==> src/rtl/stq_poster.sv <==
module stq_poster #(
  parameter int NQ   = 20,
  parameter int IDXW = 3,
  parameter int EW   = 32
) (
  input  logic                         clk,
  input  logic                         rst_n,
  input  logic                         post_valid,
  output logic                         post_ready,
  input  logic [$clog2(NQ)-1:0]        post_queue,
  input  logic [EW-2:0]                post_info,
  output logic                         mem_we,
  output logic [$clog2(NQ)+IDXW-1:0]   mem_addr,
  output logic [EW-1:0]                mem_wdata,
  input  logic                         reg_we,
  input  logic [$clog2(NQ+4)-1:0]      reg_addr,
  input  logic [31:0]                  reg_wdata,
  output logic [31:0]                  reg_rdata,
  output logic                         irq
);
  localparam int QW  = $clog2(NQ);
  localparam int RAW = $clog2(NQ+4);

  logic [IDXW-1:0] widx [NQ];
  logic [IDXW-1:0] ridx [NQ];
  logic            busy;
  logic [QW-1:0]   cq;
  logic [EW-2:0]   cinfo;
  logic [1:0]      gstat, ien;
  logic [15:0]     summ;
  logic [NQ-1:0]   ovf;

  logic [IDXW-1:0] sel_w, sel_r, bsy_w;
  logic            inrange, full, acc, take, drop;
  logic [1:0]      g_clr;
  logic [15:0]     s_set, s_clr;
  logic [NQ-1:0]   o_set, o_clr;

  always_comb begin
    sel_w = '0;
    sel_r = '0;
    bsy_w = '0;
    for (int i = 0; i < NQ; i++) begin
      if (32'(post_queue) == i) begin
        sel_w = widx[i];
        sel_r = ridx[i];
      end
      if (32'(cq) == i) bsy_w = widx[i];
    end
  end

  assign post_ready = !busy;
  assign acc        = post_valid && post_ready;
  assign inrange    = 32'(post_queue) < NQ;
  assign full       = (sel_w + IDXW'(1)) == sel_r;
  assign take       = acc && inrange && !full;
  assign drop       = acc && inrange && full;

  assign mem_we    = busy;
  assign mem_addr  = {cq, bsy_w};
  assign mem_wdata = {1'b1, cinfo};

  always_comb begin
    g_clr = (reg_we && reg_addr == RAW'(0)) ? reg_wdata[1:0] : 2'b0;
    s_clr = (reg_we && reg_addr == RAW'(2)) ? reg_wdata[15:0] : 16'b0;
    o_clr = (reg_we && reg_addr == RAW'(3)) ? reg_wdata[NQ-1:0] : '0;
    for (int i = 0; i < 16; i++)
      s_set[i] = busy && (32'(cq) == i);
    for (int i = 0; i < NQ; i++)
      o_set[i] = drop && (32'(post_queue) == i);
  end

  always_ff @(posedge clk) begin
    if (!rst_n) begin
      busy  <= 1'b0;
      cq    <= '0;
      cinfo <= '0;
      gstat <= '0;
      ien   <= '0;
      summ  <= '0;
      ovf   <= '0;
      for (int i = 0; i < NQ; i++) begin
        widx[i] <= '0;
        ridx[i] <= '0;
      end
    end else begin
      if (take) begin
        cq    <= post_queue;
        cinfo <= post_info;
      end
      busy  <= take;
      gstat <= (gstat & ~g_clr) | {drop, busy};
      summ  <= (summ & ~s_clr) | s_set;
      ovf   <= (ovf & ~o_clr) | o_set;
      if (reg_we && reg_addr == RAW'(1)) ien <= reg_wdata[1:0];
      for (int i = 0; i < NQ; i++) begin
        if (busy && 32'(cq) == i) widx[i] <= widx[i] + IDXW'(1);
        if (reg_we && 32'(reg_addr) == i + 4) ridx[i] <= reg_wdata[IDXW-1:0];
      end
    end
  end

  always_comb begin
    reg_rdata = '0;
    case (32'(reg_addr))
      0: reg_rdata = {30'b0, gstat};
      1: reg_rdata = {30'b0, ien};
      2: reg_rdata = {16'b0, summ};
      3: reg_rdata = 32'(ovf);
      default: ;
    endcase
    for (int i = 0; i < NQ; i++)
      if (32'(reg_addr) == i + 4)
        reg_rdata = (32'(widx[i]) << 16) | 32'(ridx[i]);
  end

  assign irq = |(gstat & ien);
endmodule

==> config.mk <==
export PLATFORM = sky130hd
export DESIGN_NAME = stq_poster
export DESIGN_NICKNAME = d
export VERILOG_FILES = /design/src/rtl/stq_poster.sv
export SDC_FILE = /design/constraint.sdc
export NUM_CORES = 1
export LEC_CHECK = 0
export ABC_AREA = 1
export BUFFER_PORTS_ARGS = -buffer_cell sky130_fd_sc_hd__buf_2
export CAP_MARGIN = 5
export CORE_AREA = 2 2 142 144
export DETAILED_ROUTE_END_ITERATION = 8
export DIE_AREA = 0 0 144 146
export PLACE_DENSITY = 0.8
export SLEW_MARGIN = 40
export SYNTH_ARGS = -nofsm -noshare
export SYNTH_HDL_FRONTEND = slang
export SYNTH_SLANG_ARGS = --single-unit
==> constraint.sdc <==
create_clock -name clk -period 4.5 [get_ports clk]
set_input_delay 0.9 -clock clk [delete_from_list [all_inputs] [get_ports clk]]
set_output_delay 0.9 -clock clk [all_outputs]
set_load 0.005 [all_outputs]
==> impl_metrics.json <==
{
  "outcome": "complete, no violations",
  "port-buffer-count": 126,
  "synth_cells": 1531,
  "clock_skew_ns": 0.0113,
  "clockPowerShare_pct": 35.9,
  "worst_pin_slew_ns": 0.793,
  "num_antenna_cells": 0,
  "grt_pass1_vias": 9969,
  "slew_headroom_pct": 47.0,
  "cp_cell_sequence": "buf_2, nand2_1, nor2_1, nand2_1, inv_2, buf_4, nand2_1, nand2_1, a21oi_1, o211ai_1, a21oi_1, nand2_1, a21oi_1, nand4_1, a21oi_2, nand4_1, a21oi_1, nand4_1, a21oi_1, nand3_1, buf_2",
  "coreArea_um2": 19300,
  "grt_max_degree": 58,
  "clock_path_buffers": 2,
  "vias": 11000,
  "drt-total-wl_um": 33400,
  "p_per_area_nw_per_um2": 332,
  "crit_path_top_delay_cell": "a21oi_1",
  "fp.dieW_um": 144,
  "max_stage_delay_ns": 0.16,
  "grt_first_pass_wirelength_um": 51000,
  "antenna_found_initial": 1,
  "routabilityCongestion": 0.983,
  "areaGrowthSynthToFinish_pct": 14.8,
  "synth.distinct_cells": 41,
  "wl_per_cell_um": 17.1,
  "tritoncts": "built",
  "total_power_mw": 4.32,
  "grt-ovfl-total": 0,
  "setup_violations": 0,
  "clkTransAtPathRegs_ns": 0.08,
  "hold_viol": 0,
  "rows": 51,
  "seqPwrFrac_pct": 48.4,
  "min_period_ns": 4.29,
  "hp-class": "flip-flop to flip-flop",
  "synth.avg_cell_area_um2": 7.40,
  "nNetsFinal": 1772,
  "fin_crit_sh_pct": 95.4,
  "switching_share_pct": 30.5,
  "synth_seq_area_share_pct": 45.4,
  "place_hpwl_um": 25400,
  "p_switching_mw": 1.32,
  "cts.sink_count": 197,
  "fin_tns_setup_ns": 0,
  "p_leak_nw": 5.75,
  "synth-seq-cells": 197,
  "postRouteAntennaNets": 0,
  "crit_path_start_kind": "primary input",
  "criticalPathCategory": "primary input to output pin",
  "ctsHoldBuffers": 0,
  "drv_cap": 0,
  "crit_family": "simple AND/OR/NAND/NOR gates",
  "fmax_mhz": 233,
  "die_y_um": 146,
  "drtIter0Drc": 1227,
  "hold_ws_ns": 0.472,
  "drc_errors": 0,
  "crit_required_ns": 3.60,
  "worstPathArrival_ns": 3.39,
  "via_per_inst": 5.62,
  "design_area_um2": 13000,
  "end_kind": "output pin",
  "final_cell_mix": "373 x nand2_1, 286 x nor2_1, 178 x inv_1",
  "ios": 152,
  "comb_power_share_pct": 15.7,
  "die-area_um2": 21000,
  "mostFrequentLayoutCell": "nand2_1",
  "dr.pass1.iters": 6,
  "cts_buffers": 17,
  "drive_above_1_share_pct": 14.8,
  "h-tree-depth": 4,
  "placed_area_um2": 12400,
  "synth_warnings": 0,
  "cp_max_fo": 7,
  "grt_usage_pct": 31.4,
  "initial_core_util_pct": 58.6,
  "syn_area_um2": 11300,
  "internal-power_mw": 3.00,
  "clock_latency_ns": 0.45,
  "vdd_drop_max_mv": 0.259,
  "crit_buf_inv": 4,
  "slew_violations": 0,
  "root_buffer": "clkbuf_16"
}
-- metal layers --
layer	track usage, %	routed length, um	vias to the layer above
li1	-	-	5272
met1	44.0	13700	5027
met2	48.8	15100	613
met3	7.24	4000	55
met4	9.17	651	0
met5	0	0	-
-- through the flow --
| step | cells | utilization [%] | setup WS [ns] |
|---|---|---|---|
| detailed placement | 1920 | 64.0 | 0.111 |
| finish | 1952 | 67.3 | 0.209 |
| global placement | 1920 | 64.0 | 0.120 |
| global route | 1952 | 67.3 | -0.00739 |
| CTS | 1952 | 67.1 | 0.0709 |
| floorplan | 1542 | - | 0.995 |
-- synth_stat cells, drive strengths merged --
| cell | instances | area, um2 |
|---|---|---|
| clkinv | 3 | 11.3 |
| o31ai | 2 | 15.0 |
| o211ai | 11 | 82.6 |
| or2 | 12 | 75.1 |
| a32o | 13 | 130 |
| nor3b | 1 | 7.51 |
| o2111ai | 5 | 43.8 |
| nor2 | 299 | 1190 |
| a221oi | 7 | 61.3 |
| a21o | 1 | 7.51 |
| xnor2 | 20 | 175 |
| nand3 | 119 | 596 |
| and3 | 1 | 6.26 |
| nor4b | 1 | 8.76 |
| mux2i | 1 | 10.0 |
| a21oi | 69 | 345 |
| dfxtp | 77 | 1540 |
| o21bai | 1 | 7.51 |
| conb | 2 | 7.51 |
| inv | 192 | 721 |
| nand2 | 378 | 1430 |
| clkbuf | 25 | 93.8 |
| nand4 | 43 | 269 |
| edfxtp | 120 | 3600 |
| a211oi | 2 | 15.0 |
| a22o | 1 | 8.76 |
| buf | 33 | 234 |
| o22ai | 8 | 50.1 |
| ha | 21 | 263 |
| o21ai | 54 | 270 |
| nor3 | 9 | 45.0 |
-- registers in the layout (all words and copies together), names as in the netlist --
register and cells:
summ 16, cinfo 31, widx 60, gstat 2, cq 5, ien 2, ovf 20, ridx 60
mem_we 1
-- power groups by stage --
| stage | sequential [mW] | combinational [mW] | clock (mW) |
|---|---|---|---|
| 2_1_floorplan | 2.11 | 0.443 | 0 |
| 3_3_place_gp | 2.12 | 0.658 | 0 |
| 3_5_place_dp | 2.13 | 0.670 | 0 |
| 4_1_cts | 2.08 | 0.673 | 1.55 |
| 5_1_grt | 2.10 | 0.749 | 1.63 |
| 6_report | 2.09 | 0.680 | 1.55 |
-- timing repair --
| item | CTS | global route |
|---|---|---|
| buffers inserted | 0 | 0 |
| resized for setup | 0 | 6 |
| endpoints found under the setup margin | 0 | 3 |
-- worst min-delay path: stages (launching register included) --
cell and delay, ns:
dfxtp_1 0.32, nand2_1 0.06, a21oi_1 0.05
-- cell type report --
type | count | area [um2]
Multi-Input combinational cell | 1092 | 5200
Inverter | 195 | 732
Clock buffer | 17 | 425
Sequential cell | 197 | 5140
Clock inverter | 15 | 181
Fill cell | 1679 | 6320
Timing Repair Buffer | 171 | 996
Tap cell | 265 | 332
-- path summary, 6_finish.rpt --
check                      end  slack, ns  depth (start not counted)         from
setup / recovery  reg_rdata[2]       0.21                         21  reg_addr[1]
hold / removal         ovf[19]       0.47                          2      ovf[19]
setup reg to reg         cq[2]       0.99                         21   widx[0][1]
hold reg to reg        ovf[19]       0.47                          2      ovf[19]
-- logic make-up after synthesis --
kind of cell	Yosys count	share of synthesized area (%)
simple gates	863	32.1
buf+inv	253	9.35
flops	197	45.4
compound gates	174	9.16
fa+ha+maj	21	2.32
xor+xnor	20	1.55
other cells	2	0.0663
mux	1	0.0884
(Power assumes the default switching activity.)
